$ cat src/rtl/bcs_pkg.sv
package bcs_pkg;

    typedef enum logic [1:0] {
        K_HALT  = 2'b00,
        K_WRITE = 2'b01,
        K_READ  = 2'b10,
        K_FETCH = 2'b11
    } kind_t;

    typedef enum logic [2:0] {
        ST_IDLE = 3'd0,
        ST_T1   = 3'd1,
        ST_T2   = 3'd2,
        ST_TW   = 3'd3,
        ST_T3   = 3'd4,
        ST_HALT = 3'd5
    } state_t;

    function automatic logic kind_reads(kind_t k);
        return (k == K_READ) || (k == K_FETCH);
    endfunction

endpackage

$ cat src/rtl/bcs_fsm.sv
module bcs_fsm
    import bcs_pkg::*;
(
    input  logic   clk,
    input  logic   rst_n,
    input  logic   req_valid,
    input  kind_t  req_kind,
    input  logic   rdy_in,
    output state_t state,
    output logic   accept
);

    state_t state_nx;
    logic   waiting_ok;

    assign waiting_ok = (state == ST_IDLE) || (state == ST_HALT);
    assign accept     = waiting_ok && req_valid &&
                        !((state == ST_HALT) && (req_kind == K_HALT));

    always_comb begin
        state_nx = state;
        unique case (state)
            ST_IDLE: if (accept) state_nx = (req_kind == K_HALT) ? ST_HALT : ST_T1;
            ST_HALT: if (accept) state_nx = ST_T1;
            ST_T1:   state_nx = ST_T2;
            ST_T2:   state_nx = rdy_in ? ST_T3 : ST_TW;
            ST_TW:   state_nx = rdy_in ? ST_T3 : ST_TW;
            ST_T3:   state_nx = ST_IDLE;
            default: state_nx = ST_IDLE;
        endcase
    end

    always_ff @(posedge clk) begin
        if (!rst_n) state <= ST_IDLE;
        else        state <= state_nx;
    end

    AST_T1_SINGLE: assert property (@(posedge clk) disable iff (!rst_n)
        state == ST_T1 |=> state == ST_T2);
    AST_WAIT_ON_LOW: assert property (@(posedge clk) disable iff (!rst_n)
        ((state == ST_T2) || (state == ST_TW)) && !rdy_in |=> state == ST_TW);
    AST_HALT_STAYS: assert property (@(posedge clk) disable iff (!rst_n)
        (state == ST_HALT) && !(req_valid && req_kind != K_HALT) |=> state == ST_HALT);

endmodule

$ cat src/rtl/bcs_reqlat.sv
module bcs_reqlat
    import bcs_pkg::*;
#(
    parameter int AW = 16,
    parameter int DW = 8
) (
    input  logic          clk,
    input  logic          rst_n,
    input  logic          accept,
    input  kind_t         req_kind,
    input  logic          req_io,
    input  logic [AW-1:0] req_addr,
    input  logic [DW-1:0] req_wdata,
    input  state_t        state,
    input  logic [DW-1:0] ad_in,
    output kind_t         cur_kind,
    output logic          cur_io,
    output logic [AW-1:0] cur_addr,
    output logic [DW-1:0] cur_wdata,
    output logic [DW-1:0] rdata,
    output logic          done
);

    always_ff @(posedge clk) begin
        if (!rst_n) begin
            cur_kind  <= K_HALT;
            cur_io    <= 1'b0;
            cur_addr  <= '0;
            cur_wdata <= '0;
        end else if (accept) begin
            cur_kind  <= req_kind;
            cur_io    <= req_io && (req_kind != K_FETCH) && (req_kind != K_HALT);
            cur_addr  <= req_addr;
            cur_wdata <= req_wdata;
        end
    end

    always_ff @(posedge clk) begin
        if (!rst_n) begin
            rdata <= '0;
            done  <= 1'b0;
        end else begin
            done <= (state == ST_T3);
            if ((state == ST_T3) && kind_reads(cur_kind))
                rdata <= ad_in;
        end
    end

    AST_DONE_PULSE: assert property (@(posedge clk) disable iff (!rst_n)
        done |=> !done);

endmodule

$ cat src/rtl/bcs_outdec.sv
module bcs_outdec
    import bcs_pkg::*;
#(
    parameter int AW = 16,
    parameter int DW = 8
) (
    input  logic             clk,
    input  logic             rst_n,
    input  state_t           state,
    input  kind_t            cur_kind,
    input  logic             cur_io,
    input  logic [AW-1:0]    cur_addr,
    input  logic [DW-1:0]    cur_wdata,
    output logic             ale,
    output logic [1:0]       stat,
    output logic             io_m,
    output logic             rd_n,
    output logic             wr_n,
    output logic             ctl_oe,
    output logic [AW-DW-1:0] addr_hi,
    output logic [DW-1:0]    ad_out,
    output logic             ad_oe,
    output logic             core_ready
);

    logic in_data_phase;
    logic in_strobe_phase;

    assign in_data_phase   = (state == ST_T2) || (state == ST_TW) || (state == ST_T3);
    assign in_strobe_phase = (state == ST_T2) || (state == ST_TW);

    always_comb begin
        ale        = 1'b0;
        rd_n       = 1'b1;
        wr_n       = 1'b1;
        ctl_oe     = 1'b1;
        ad_oe      = 1'b0;
        ad_out     = cur_wdata;
        core_ready = 1'b0;
        stat       = cur_kind;
        io_m       = cur_io;
        addr_hi    = cur_addr[AW-1:DW];
        unique case (state)
            ST_IDLE: core_ready = 1'b1;
            ST_HALT: begin
                core_ready = 1'b1;
                ctl_oe     = 1'b0;
                stat       = K_HALT;
            end
            ST_T1: begin
                ale    = 1'b1;
                ad_oe  = 1'b1;
                ad_out = cur_addr[DW-1:0];
            end
            ST_T2, ST_TW, ST_T3: begin
                if (kind_reads(cur_kind)) begin
                    rd_n = 1'b0;
                end else if (cur_kind == K_WRITE) begin
                    ad_oe = in_data_phase;
                    wr_n  = !in_strobe_phase;
                end
            end
            default: ;
        endcase
    end

    AST_ONE_STROBE: assert property (@(posedge clk) disable iff (!rst_n)
        !(!rd_n && !wr_n));
    AST_ALE_QUIET: assert property (@(posedge clk) disable iff (!rst_n)
        ale |-> (rd_n && wr_n));
    AST_RD_FLOATS_AD: assert property (@(posedge clk) disable iff (!rst_n)
        !rd_n |-> !ad_oe);
    AST_HALT_FLOAT: assert property (@(posedge clk) disable iff (!rst_n)
        !ctl_oe |-> (!ad_oe && !ale && stat == 2'b00));
    AST_STAT_HELD: assert property (@(posedge clk) disable iff (!rst_n)
        ale |=> $stable(stat));
    AST_WR_DATA_HOLD: assert property (@(posedge clk) disable iff (!rst_n)
        $rose(wr_n) |-> (ad_oe && $stable(ad_out)));

endmodule

$ cat src/rtl/bus_cycle_seq.sv
module bus_cycle_seq
    import bcs_pkg::*;
#(
    parameter int AW = 16,
    parameter int DW = 8,
    localparam int HW = AW - DW
) (
    input  logic          clk,
    input  logic          rst_n,
    input  logic          req_valid,
    input  logic [1:0]    req_kind,
    input  logic          req_io,
    input  logic [AW-1:0] req_addr,
    input  logic [DW-1:0] req_wdata,
    output logic          core_ready,
    output logic          done,
    output logic [DW-1:0] rdata,
    input  logic          ready,
    output logic          ale,
    output logic [1:0]    stat,
    output logic          io_m,
    output logic          rd_n,
    output logic          wr_n,
    output logic          ctl_oe,
    output logic [HW-1:0] addr_hi,
    output logic [DW-1:0] ad_out,
    output logic          ad_oe,
    input  logic [DW-1:0] ad_in
);

    state_t        state;
    logic          accept;
    kind_t         kind_in;
    kind_t         cur_kind;
    logic          cur_io;
    logic [AW-1:0] cur_addr;
    logic [DW-1:0] cur_wdata;

    assign kind_in = kind_t'(req_kind);

    bcs_fsm u_fsm (
        .clk       (clk),
        .rst_n     (rst_n),
        .req_valid (req_valid),
        .req_kind  (kind_in),
        .rdy_in    (ready),
        .state     (state),
        .accept    (accept)
    );

    bcs_reqlat #(.AW(AW), .DW(DW)) u_lat (
        .clk       (clk),
        .rst_n     (rst_n),
        .accept    (accept),
        .req_kind  (kind_in),
        .req_io    (req_io),
        .req_addr  (req_addr),
        .req_wdata (req_wdata),
        .state     (state),
        .ad_in     (ad_in),
        .cur_kind  (cur_kind),
        .cur_io    (cur_io),
        .cur_addr  (cur_addr),
        .cur_wdata (cur_wdata),
        .rdata     (rdata),
        .done      (done)
    );

    bcs_outdec #(.AW(AW), .DW(DW)) u_dec (
        .clk        (clk),
        .rst_n      (rst_n),
        .state      (state),
        .cur_kind   (cur_kind),
        .cur_io     (cur_io),
        .cur_addr   (cur_addr),
        .cur_wdata  (cur_wdata),
        .ale        (ale),
        .stat       (stat),
        .io_m       (io_m),
        .rd_n       (rd_n),
        .wr_n       (wr_n),
        .ctl_oe     (ctl_oe),
        .addr_hi    (addr_hi),
        .ad_out     (ad_out),
        .ad_oe      (ad_oe),
        .core_ready (core_ready)
    );

    AST_ACCEPT_WHEN_READY: assert property (@(posedge clk) disable iff (!rst_n)
        ale |-> $past(core_ready));

endmodule

$ cat config.mk
export PLATFORM = sky130hd
export DESIGN_NAME = bus_cycle_seq
export DESIGN_NICKNAME = d
export VERILOG_FILES = /design/src/rtl/bcs_pkg.sv /design/src/rtl/bcs_fsm.sv /design/src/rtl/bcs_reqlat.sv /design/src/rtl/bcs_outdec.sv /design/src/rtl/bus_cycle_seq.sv
export SDC_FILE = /design/constraint.sdc
export NUM_CORES = 1
export LEC_CHECK = 0
export BUFFER_PORTS_ARGS = -buffer_cell sky130_fd_sc_hd__buf_2
export CAP_MARGIN = 20
export CELL_PAD_IN_SITES_DETAIL_PLACEMENT = 0
export CELL_PAD_IN_SITES_GLOBAL_PLACEMENT = 1
export CORE_ASPECT_RATIO = 0.7
export CORE_UTILIZATION = 34
export CTS_CLUSTER_DIAMETER = 150
export DETAILED_ROUTE_END_ITERATION = 6
export GPL_TIMING_DRIVEN = 0
export MAX_ROUTING_LAYER = met4
export PLACE_DENSITY_LB_ADDON = 0.1
export SYNTH_ARGS = -nofsm -noshare
export SYNTH_HDL_FRONTEND = slang
export SYNTH_SLANG_ARGS = --single-unit
$ cat constraint.sdc
create_clock -name clk -period 1.8 [get_ports clk]
set_input_delay 0.27 -clock clk [delete_from_list [all_inputs] [get_ports clk]]
set_output_delay 0.27 -clock clk [all_outputs]
set_load 0.02 [all_outputs]
# ---- Word level (Yosys, flattened, before mapping)
# Cells that the tools add are included.
dict set report totals {
  ff_bits 39
  in_bits 39
  output_inout_bits 34
  wordCells 55
}
dict set report op_classes {
  n_eq_ne 11
  mux 18
  n_reduce_logical 19
}
# operator n
set op_table {}
lappend op_table {{3-bit two-way mux} 4}
lappend op_table {{3-bit one-hot mux with 4 select lines} 1}
lappend op_table {{1-bit two-way mux} 10}
lappend op_table {{8-bit two-way mux} 1}
lappend op_table {{3-bit by 2-bit equality test with 1-bit output, second input constant} 2}
lappend op_table {{3-bit equality test, second input constant} 2}
lappend op_table {{1-bit logical AND} 6}
lappend op_table {{2-bit != test, second input constant} 3}
lappend op_table {{2-bit equality test, second input constant} 2}
lappend op_table {{1-bit logical OR} 4}
lappend op_table {{2-bit OR reduction} 2}
lappend op_table {{3-bit by 1-bit equality test with 1-bit output, second input constant} 1}
lappend op_table {{3-bit zero test} 1}
lappend op_table {{3-bit OR reduction} 1}
lappend op_table {{2-bit by 1-bit equality test with 1-bit output, second input constant} 1}
lappend op_table {{1-bit zero test} 2}
lappend op_table {{2-bit zero test} 1}
lappend op_table {{2-bit two-way mux} 1}
lappend op_table {{1-bit one-hot mux with 2 select lines} 1}
lappend op_table {{2-bit AND reduction} 1}
lappend op_table {{2-bit nonzero test} 1}

# ---- Depth between registers and ports, before layout
# Gate-level depths: netlist (run 1).
dict set report depth {
  word_depth 6
  depth_mapped 6
  mapped_depth_nobuf 3
}

# ---- Hierarchy
# Synthesis (run 1) repeated with hierarchy kept, for this count alone.
dict set report hier_totals {
  hier_cells 176
  hier_area_um2 1880.6
}
# module n_inst cells_each area_per_inst_um2 seq_area_each_um2
set by_module_without_submodules {}
lappend by_module_without_submodules {bcs_reqlat 1 128 1420.1 720.7}
lappend by_module_without_submodules {bcs_outdec 1 30 289.0 0.0}
lappend by_module_without_submodules {bcs_fsm 1 18 171.4 60.1}

# ---- Worst setup path before layout (run 1)
# OpenSTA, ideal clock, no wires.
dict set report synth_timing {
  kind {reg-to-output}
  startpoint {register u_fsm.state[0]}
  endpoint {output port ad_out[0]}
  arrival_time_ns 1.321
  t_required_ns 1.530
  slack_ns 0.209
  path_stages_with_launch 5
  n_path_buf 1
  cell_sequence {dfxtp_1 and2b_1 nor2b_1 buf_4 mux2_1}
}
dict set report synth_between {
  elab_chain_len 2
}
# item line
set synth_lines {}
lappend synth_lines {{from (decl)} bcs_fsm.sv:9} ;# output state_t state,
lappend synth_lines {{from (signal assigned)} bcs_fsm.sv:35} ;# else state <= state_nx;
lappend synth_lines {{3-bit by 1-bit equality test with 1-bit output} bcs_outdec.sv:43} ;# unique case (state)
lappend synth_lines {{8-bit two-way mux} bcs_outdec.sv:43}
lappend synth_lines {{to (decl)} bus_cycle_seq.sv:26} ;# output logic [DW-1:0] ad_out,
# Every way passes these cells.

# ---- Final worst setup path (run 1)
dict set report layout_timing {
  startpoint {register u_fsm.state[1]}
  endpoint {output port ad_out[7]}
}
# The elaborated chain is that of the path after synthesis.

==> impl_metrics.py, run 1 <==
metrics = {
    "yosys": {
        "synth_adder_area_share_pct": 0,
        "synth_top_area_share_pct": 42.7,
        "synthMuxAreaShare_pct": 24.1,
        "synth_compound_area_share_pct": 4.10,
        "yosys.area.top_type": "dfxtp_1",
        "synth-seq-cells": 39,
        "synthXorXnorAreaFrac_pct": 0.479,
        "postSynthCellCount": 199,
        "ys_seq_area_share_pct": 42.7,
        "synth_area_leaders": "dfxtp_1 (43%), mux2i_1 (19%), nand2_1 (11%)",
        "netlist_area_mm2": 0.00183,
        "ys_warn_count": 0,
        "postSynthAreaPerCell_um2": 9.19,
        "synth_top_family_by_area": "multiplexers",
        "yosys.area_share.simple_pct": 20.5,
        "syn-num-nets": 238,
        "ys_types": 27,
    },
    "worst_hold_path": {
        "hold_path_class": "primary input to flip-flop",
        "holdCritStartpoint": "req_wdata[1]",
    },
    "pwr": {
        "p_sw_share_pct": 31.6,
        "clock_power_share_pct": 24.4,
        "internal_power_mw": 1.81,
        "power_density_mw_per_mm2": 1050,
        "p_comb_share_pct": 36.5,
        "vdd_ir_drop_max_mv": 0.498,
        "p_sw_mw": 0.836,
        "p_leak_nw": 1.16,
        "p_seq_share_pct": 39.1,
    },
    "cells_and_area": {
        "drive_above_1_share_pct": 39.4,
        "mostFrequentLayoutCell": "buf_2",
        "mostFrequentLayoutCells": "buf_2 (65), nand2_1 (56), dfxtp_1 (36), mux2i_1 (35), buf_4 (13)",
        "postLayoutCoreUtil_pct": 50.4,
        "fin_cells": 351,
        "diodes": 0,
        "design_area_mm2": 0.00250,
        "areaGrowthSynthToFinish_pct": 36.9,
        "fillerInstances": 499,
        "final_nets": 320,
    },
    "run_status": {
        "outcome": "finished with violations",
        "failed_checks": "negative setup slack",
    },
    "clocking": {
        "htreeDepth": 2,
        "cts-hold-fix-buffers": 0,
        "tritoncts": "built",
        "clkLatencyLatePin_ns": 0.28,
        "cts-root-buf": "clkbuf_8",
        "numCtsBuffers": 5,
        "clock-sinks": 39,
        "path_clk_slew_ns": 0.07,
        "clockBufferDepth": 2,
    },
    "die": {
        "die_h_um": 63.4,
        "initial_utilization_pct": 36.8,
        "row_count": 21,
        "fp.dieW_um": 89.7,
        "io_pins": 73,
        "die-area_mm2": 0.00568,
        "core_area_mm2": 0.00497,
    },
    "timing": {
        "tightest_slew_ns": 0.526,
        "hold_viol_final": 0,
        "min_period_ns": 1.87,
        "setup_viol": 8,
        "setup_ws_ns": -0.0674,
        "rsz0062_at_grt": "yes",
        "max_freq_ghz": 0.535,
        "period_share_pct": 104,
        "setup_tns_ns": -0.424,
        "final_max_slew_viol_count": 0,
        "relSlewSlack_pct": 64.9,
        "fin_skew_ns": 0.00277,
    },
    "setup_path": {
        "arrival_ns": 1.60,
        "r2r_slack_ns": 0.25,
        "crit_path_end_kind": "output port",
        "worstSetupStartpoint": "u_fsm.state[1]",
        "crit_end": "ad_out[7]",
        "timing.rr.start": "u_fsm.state[0]",
        "critical_path_class": "flip-flop to output port",
        "cp-start-kind": "flip-flop",
        "cp.required_ns": 1.53,
        "reg2regPathDepth": 6,
        "rr_endpoint": "u_lat.cur_wdata[2]",
        "worstPathMaxFanout": 5,
    },
    "place": {
        "post-place-ws_ns": -0.0194,
        "hpwl_um": 3120,
        "postPlaceCellArea_mm2": 0.00227,
        "gp_congestion": 0.772,
        "port_buffers": 71,
        "dp_cells": 339,
    },
    "route": {
        "first_pass_iters": 4,
        "routed_wl_um": 4360,
        "drc": 0,
        "ant_nets": 0,
        "drtIter0Drc": 43,
        "vias": 1561,
        "route.detailed.wl_per_inst_um": 12.4,
        "drt-vias-per-instance": 4.45,
    },
    "grt": {
        "grt_pass1_wl_um": 7030,
        "antenna_found_initial": 0,
        "grt_pass1_vias": 1514,
        "grt_max_degree": 12,
        "grt-ovfl-total": 0,
        "grt_usage_pct": 16.7,
    },
    "job": {
        "max_cap_viol_count": 0,
    },
}
-- state kept, by name, indices dropped and copies added, names as in the netlist --
name / cells
u_lat.done: 1
u_lat.cur_io: 1
u_lat.rdata: 8
u_lat.cur_addr: 16
u_lat.cur_kind: 2
u_fsm.state: 3
u_lat.cur_wdata: 8
-- repair_timing --
item / 4_1_cts / 5_1_grt
gates cloned: 1 / 0
endpoints found under the setup margin: 9 / 14
buffers inserted: 3 / 0
resized for setup: 32 / 4
-- per-layer routing --
metal | vias to the layer above | GRT usage [%] | wire length (um)
met2 | 46 | 23.4 | 1770
met5 | - | - | 0
met4 | 0 | 4.17 | 36
li1 | 817 | - | -
met1 | 694 | 23.8 | 2320
met3 | 4 | 4.33 | 241
-- through the flow --
stage	hold slack [ns]	total power, mW
global route	0.219	2.80
finish	0.225	2.64
CTS	0.213	2.66
global placement	0.441	1.86
detailed placement	0.445	1.86
floorplan	0.412	1.63
-- layout make-up --
type | instances | area, um^2 | area share (%)
Timing Repair Buffer | 75 | 439 | 17.5
Tap cell | 69 | 86.3 | 3.45
Multi-Input combinational cell | 138 | 938 | 37.5
Buffer | 22 | 154 | 6.14
Clock buffer | 8 | 100 | 4.00
Sequential cell | 39 | 787 | 31.4
-- how the worst min path moves through the flow --
stage	cells after the start	slack [ns]	end
3_3_place_gp	2	0.44	u_lat.cur_wdata[7]
2_1_floorplan	2	0.41	u_lat.cur_addr[0]
4_1_cts	3	0.21	u_lat.cur_wdata[7]
5_1_grt	3	0.22	u_lat.cur_wdata[7]
3_5_place_dp	2	0.45	u_lat.cur_wdata[0]
6_report	3	0.23	u_lat.cur_wdata[1]
-- cells in the mapped netlist, drive strengths merged --
| cell type | n |
|---|---|
| nor4bb | 1 |
| a21oi | 5 |
| nor2 | 1 |
| o211ai | 1 |
| dfxtp | 39 |
| nand2 | 56 |
| o41ai | 1 |
| nor4b | 1 |
| and2 | 4 |
| mux2i | 35 |
| and2b | 1 |
| clkbuf | 7 |
| nand2b | 1 |
| buf | 15 |
| nor4 | 1 |
| o21bai | 2 |
| or2 | 1 |
| o21ai | 2 |
| nand3 | 2 |
| mux2 | 8 |
| and3 | 1 |
| xor2 | 1 |
| o2bb2ai | 1 |
| nor2b | 12 |
-- critical path, cell delays in order (launching register included) --
cell,delay [ns]
dfxtp_2,0.32
and2b_2,0.21
nor2b_4,0.17
buf_6,0.16
mux2_4,0.31
buf_6,0.13
-- power groups by stage --
stage               logic [mW]  clock network [mW]  registers, mW
floorplan                0.586                   0           1.04
global placement         0.806                   0           1.05
detailed placement       0.806                   0           1.05
CTS                      0.969               0.666           1.03
global route              1.04               0.709           1.05
finish                   0.964               0.645           1.03
-- cell families after synthesis --
| family | after synthesis |
|---|---|
| muxes | 43 |
| buffers and inverters | 22 |
| xor gates and xnor gates | 1 |
| AOI/OAI and AO/OA | 12 |
| DFF | 39 |
| and+or+nand+nor | 82 |
Power figures use the tool's default switching activity.
==> run 2: changes to the inputs <==
Settings changed: PLACE_DENSITY_LB_ADDON 0.1 to 0.05.
==> impl_metrics.py, run 2 (synthesis gave the netlist of run 1 again) <==
metrics = {
    "setup_path": {
        "cp-start-kind": "flip-flop",
        "cp.required_ns": 1.53,
        "crit_path_end_kind": "output port",
        "worstSetupStartpoint": "u_fsm.state[1]",
        "critical_path_class": "flip-flop to output port",
        "r2r_slack_ns": 0.27,
        "worstPathMaxFanout": 5,
        "arrival_ns": 1.59,
        "timing.rr.start": "u_fsm.state[0]",
        "rr_endpoint": "u_lat.cur_addr[14]",
        "reg2regPathDepth": 6,
    },
    "die": {
        "die_h_um": 63.4,
        "core_area_mm2": 0.00497,
        "io_pins": 73,
        "fp.dieW_um": 89.7,
        "row_count": 21,
        "die-area_mm2": 0.00568,
        "initial_utilization_pct": 36.8,
    },
    "pwr": {
        "clock_power_share_pct": 22.0,
        "p_comb_share_pct": 37.5,
        "power.total_mw": 2.55,
        "power_density_mw_per_mm2": 1030,
        "p_leak_nw": 1.14,
        "p_seq_share_pct": 40.5,
        "internal_power_mw": 1.72,
        "p_sw_share_pct": 32.4,
        "vdd_ir_drop_max_mv": 0.431,
        "p_sw_mw": 0.824,
    },
    "route": {
        "route.detailed.wl_per_inst_um": 12.0,
        "first_pass_iters": 4,
        "ant_nets": 0,
        "vias": 1545,
        "routed_wl_um": 4200,
        "drc": 0,
        "drtIter0Drc": 28,
        "drt-vias-per-instance": 4.41,
    },
    "clocking": {
        "path_clk_slew_ns": 0.08,
        "htreeDepth": 2,
        "clock-sinks": 39,
        "numCtsBuffers": 5,
        "cts-root-buf": "clkbuf_8",
        "clkLatencyLatePin_ns": 0.28,
        "tritoncts": "built",
        "cts-hold-fix-buffers": 0,
        "clockBufferDepth": 2,
    },
    "worst_hold_path": {
        "hold_path_class": "primary input to flip-flop",
        "hold_depth": 3,
        "holdCritStartpoint": "req_addr[9]",
        "holdPathEnd": "u_lat.cur_addr[9]",
    },
    "cells_and_area": {
        "fillerInstances": 498,
        "top_register": "u_lat.cur_addr",
        "mostFrequentLayoutCell": "buf_2",
        "diodes": 0,
        "largest_register_ffs": 16,
        "postLayoutCoreUtil_pct": 49.9,
        "mostFrequentLayoutCells": "buf_2 (66), nand2_1 (56), dfxtp_1 (37), mux2i_1 (35), buf_4 (12)",
        "drive_above_1_share_pct": 38.8,
        "areaGrowthSynthToFinish_pct": 35.6,
        "largestRegisters": "u_lat.cur_addr x16, u_lat.cur_wdata x8, u_lat.rdata x8",
        "final_nets": 319,
    },
    "timing": {
        "setup_viol": 8,
        "relSlewSlack_pct": 66.6,
        "fin_skew_ns": 0.00433,
        "final_max_slew_viol_count": 0,
        "period_share_pct": 103,
        "max_freq_ghz": 0.538,
        "rsz0062_at_grt": "yes",
        "tightest_slew_ns": 0.501,
        "min_period_ns": 1.86,
        "hold_viol_final": 0,
        "setup_ws_ns": -0.0588,
    },
    "run_status": {
        "outcome": "finished with violations",
        "failed_checks": "negative setup slack",
    },
    "grt": {
        "grt_pass1_vias": 1418,
        "grt_max_degree": 12,
        "grt_usage_pct": 16.1,
        "grt-ovfl-total": 0,
        "antenna_found_initial": 0,
        "grt_pass1_wl_um": 6710,
    },
    "place": {
        "hpwl_um": 3060,
        "gp_congestion": 0.747,
        "port_buffers": 71,
    },
    "job": {
        "max_cap_viol_count": 0,
    },
}
run 2: cell types whose count changed in the layout (fill, tap and decap cells not counted):
cell / change
clkbuf_2: -1
nor2_2: +1
buf_4: -1
buf_2: +1
clkbuf_1: +1
clkbuf_8: -2
nor2_1: -1
dfxtp_1: +1
clkinv_2: +1
dfxtp_2: -1
run 2: worst max-delay path by stage:
stage | endpoint | cells after the start
after CTS | ad_out[6] | 5
after detailed placement | ad_out[6] | 5
after global placement | ad_out[6] | 5
after floorplan | ad_out[0] | 4
after global routing | ad_out[6] | 5
final | ad_out[1] | 5
run 2: layer usage:
metal / share of wire, % / track usage (%) / up-vias
li1: - / - / 815
met1: 56 / 24.1 / 681
met2: 38 / 20.7 / 47
met3: 6.3 / 4.46 / 2
met4: 0.31 / 4.17 / 0
met5: 0 / - / -
run 2: power by group through the flow:
stage | Clock, mW | Combinational [mW] | Sequential [mW]
floorplan | 0 | 0.586 | 1.04
global placement | 0 | 0.806 | 1.05
detailed placement | 0 | 0.804 | 1.05
CTS | 0.586 | 0.963 | 1.03
global route | 0.624 | 1.04 | 1.05
finish | 0.561 | 0.955 | 1.03
run 2: repair_timing:
action                                  CTS  global route
endpoints found under the setup margin    9             9
buffers inserted                          2             0
resized for setup                        34             3
cloned                                    1             0
hold endpoints to repair                  0             0
run 2: cell type report:
| type | instances | area (um^2) | share of cell area (%) |
|---|---|---|---|
| buffer | 22 | 154 | 6.21 |
| clock buffer | 7 | 76.3 | 3.08 |
| clock inverter | 1 | 5.00 | 0.202 |
| multi-input combinational | 138 | 941 | 37.9 |
| sequential | 39 | 786 | 31.7 |
| tap | 69 | 86.3 | 3.48 |
| timing repair buffer | 74 | 432 | 17.4 |
run 2: worst max-delay path, cell delays in order, from the launching register on:
cell,delay [ns]
dfxtp_2,0.32
and2b_2,0.23
nor2b_4,0.17
buf_6,0.15
mux2_4,0.31
buf_6,0.13
run 2: stage by stage:
stage               cells  instance area, um^2  worst slack, ns  hold slack [ns]  setup TNS, ns
floorplan             199                 1830            0.209            0.412              0
detailed placement    339                 2270          -0.0423            0.446         -0.164
CTS                   350                 2480          -0.0785            0.216         -0.515
global route          350                 2480           -0.131            0.213         -0.937
finish                350                 2480          -0.0588            0.221         -0.382
global placement      339                 2270          -0.0533            0.444         -0.304
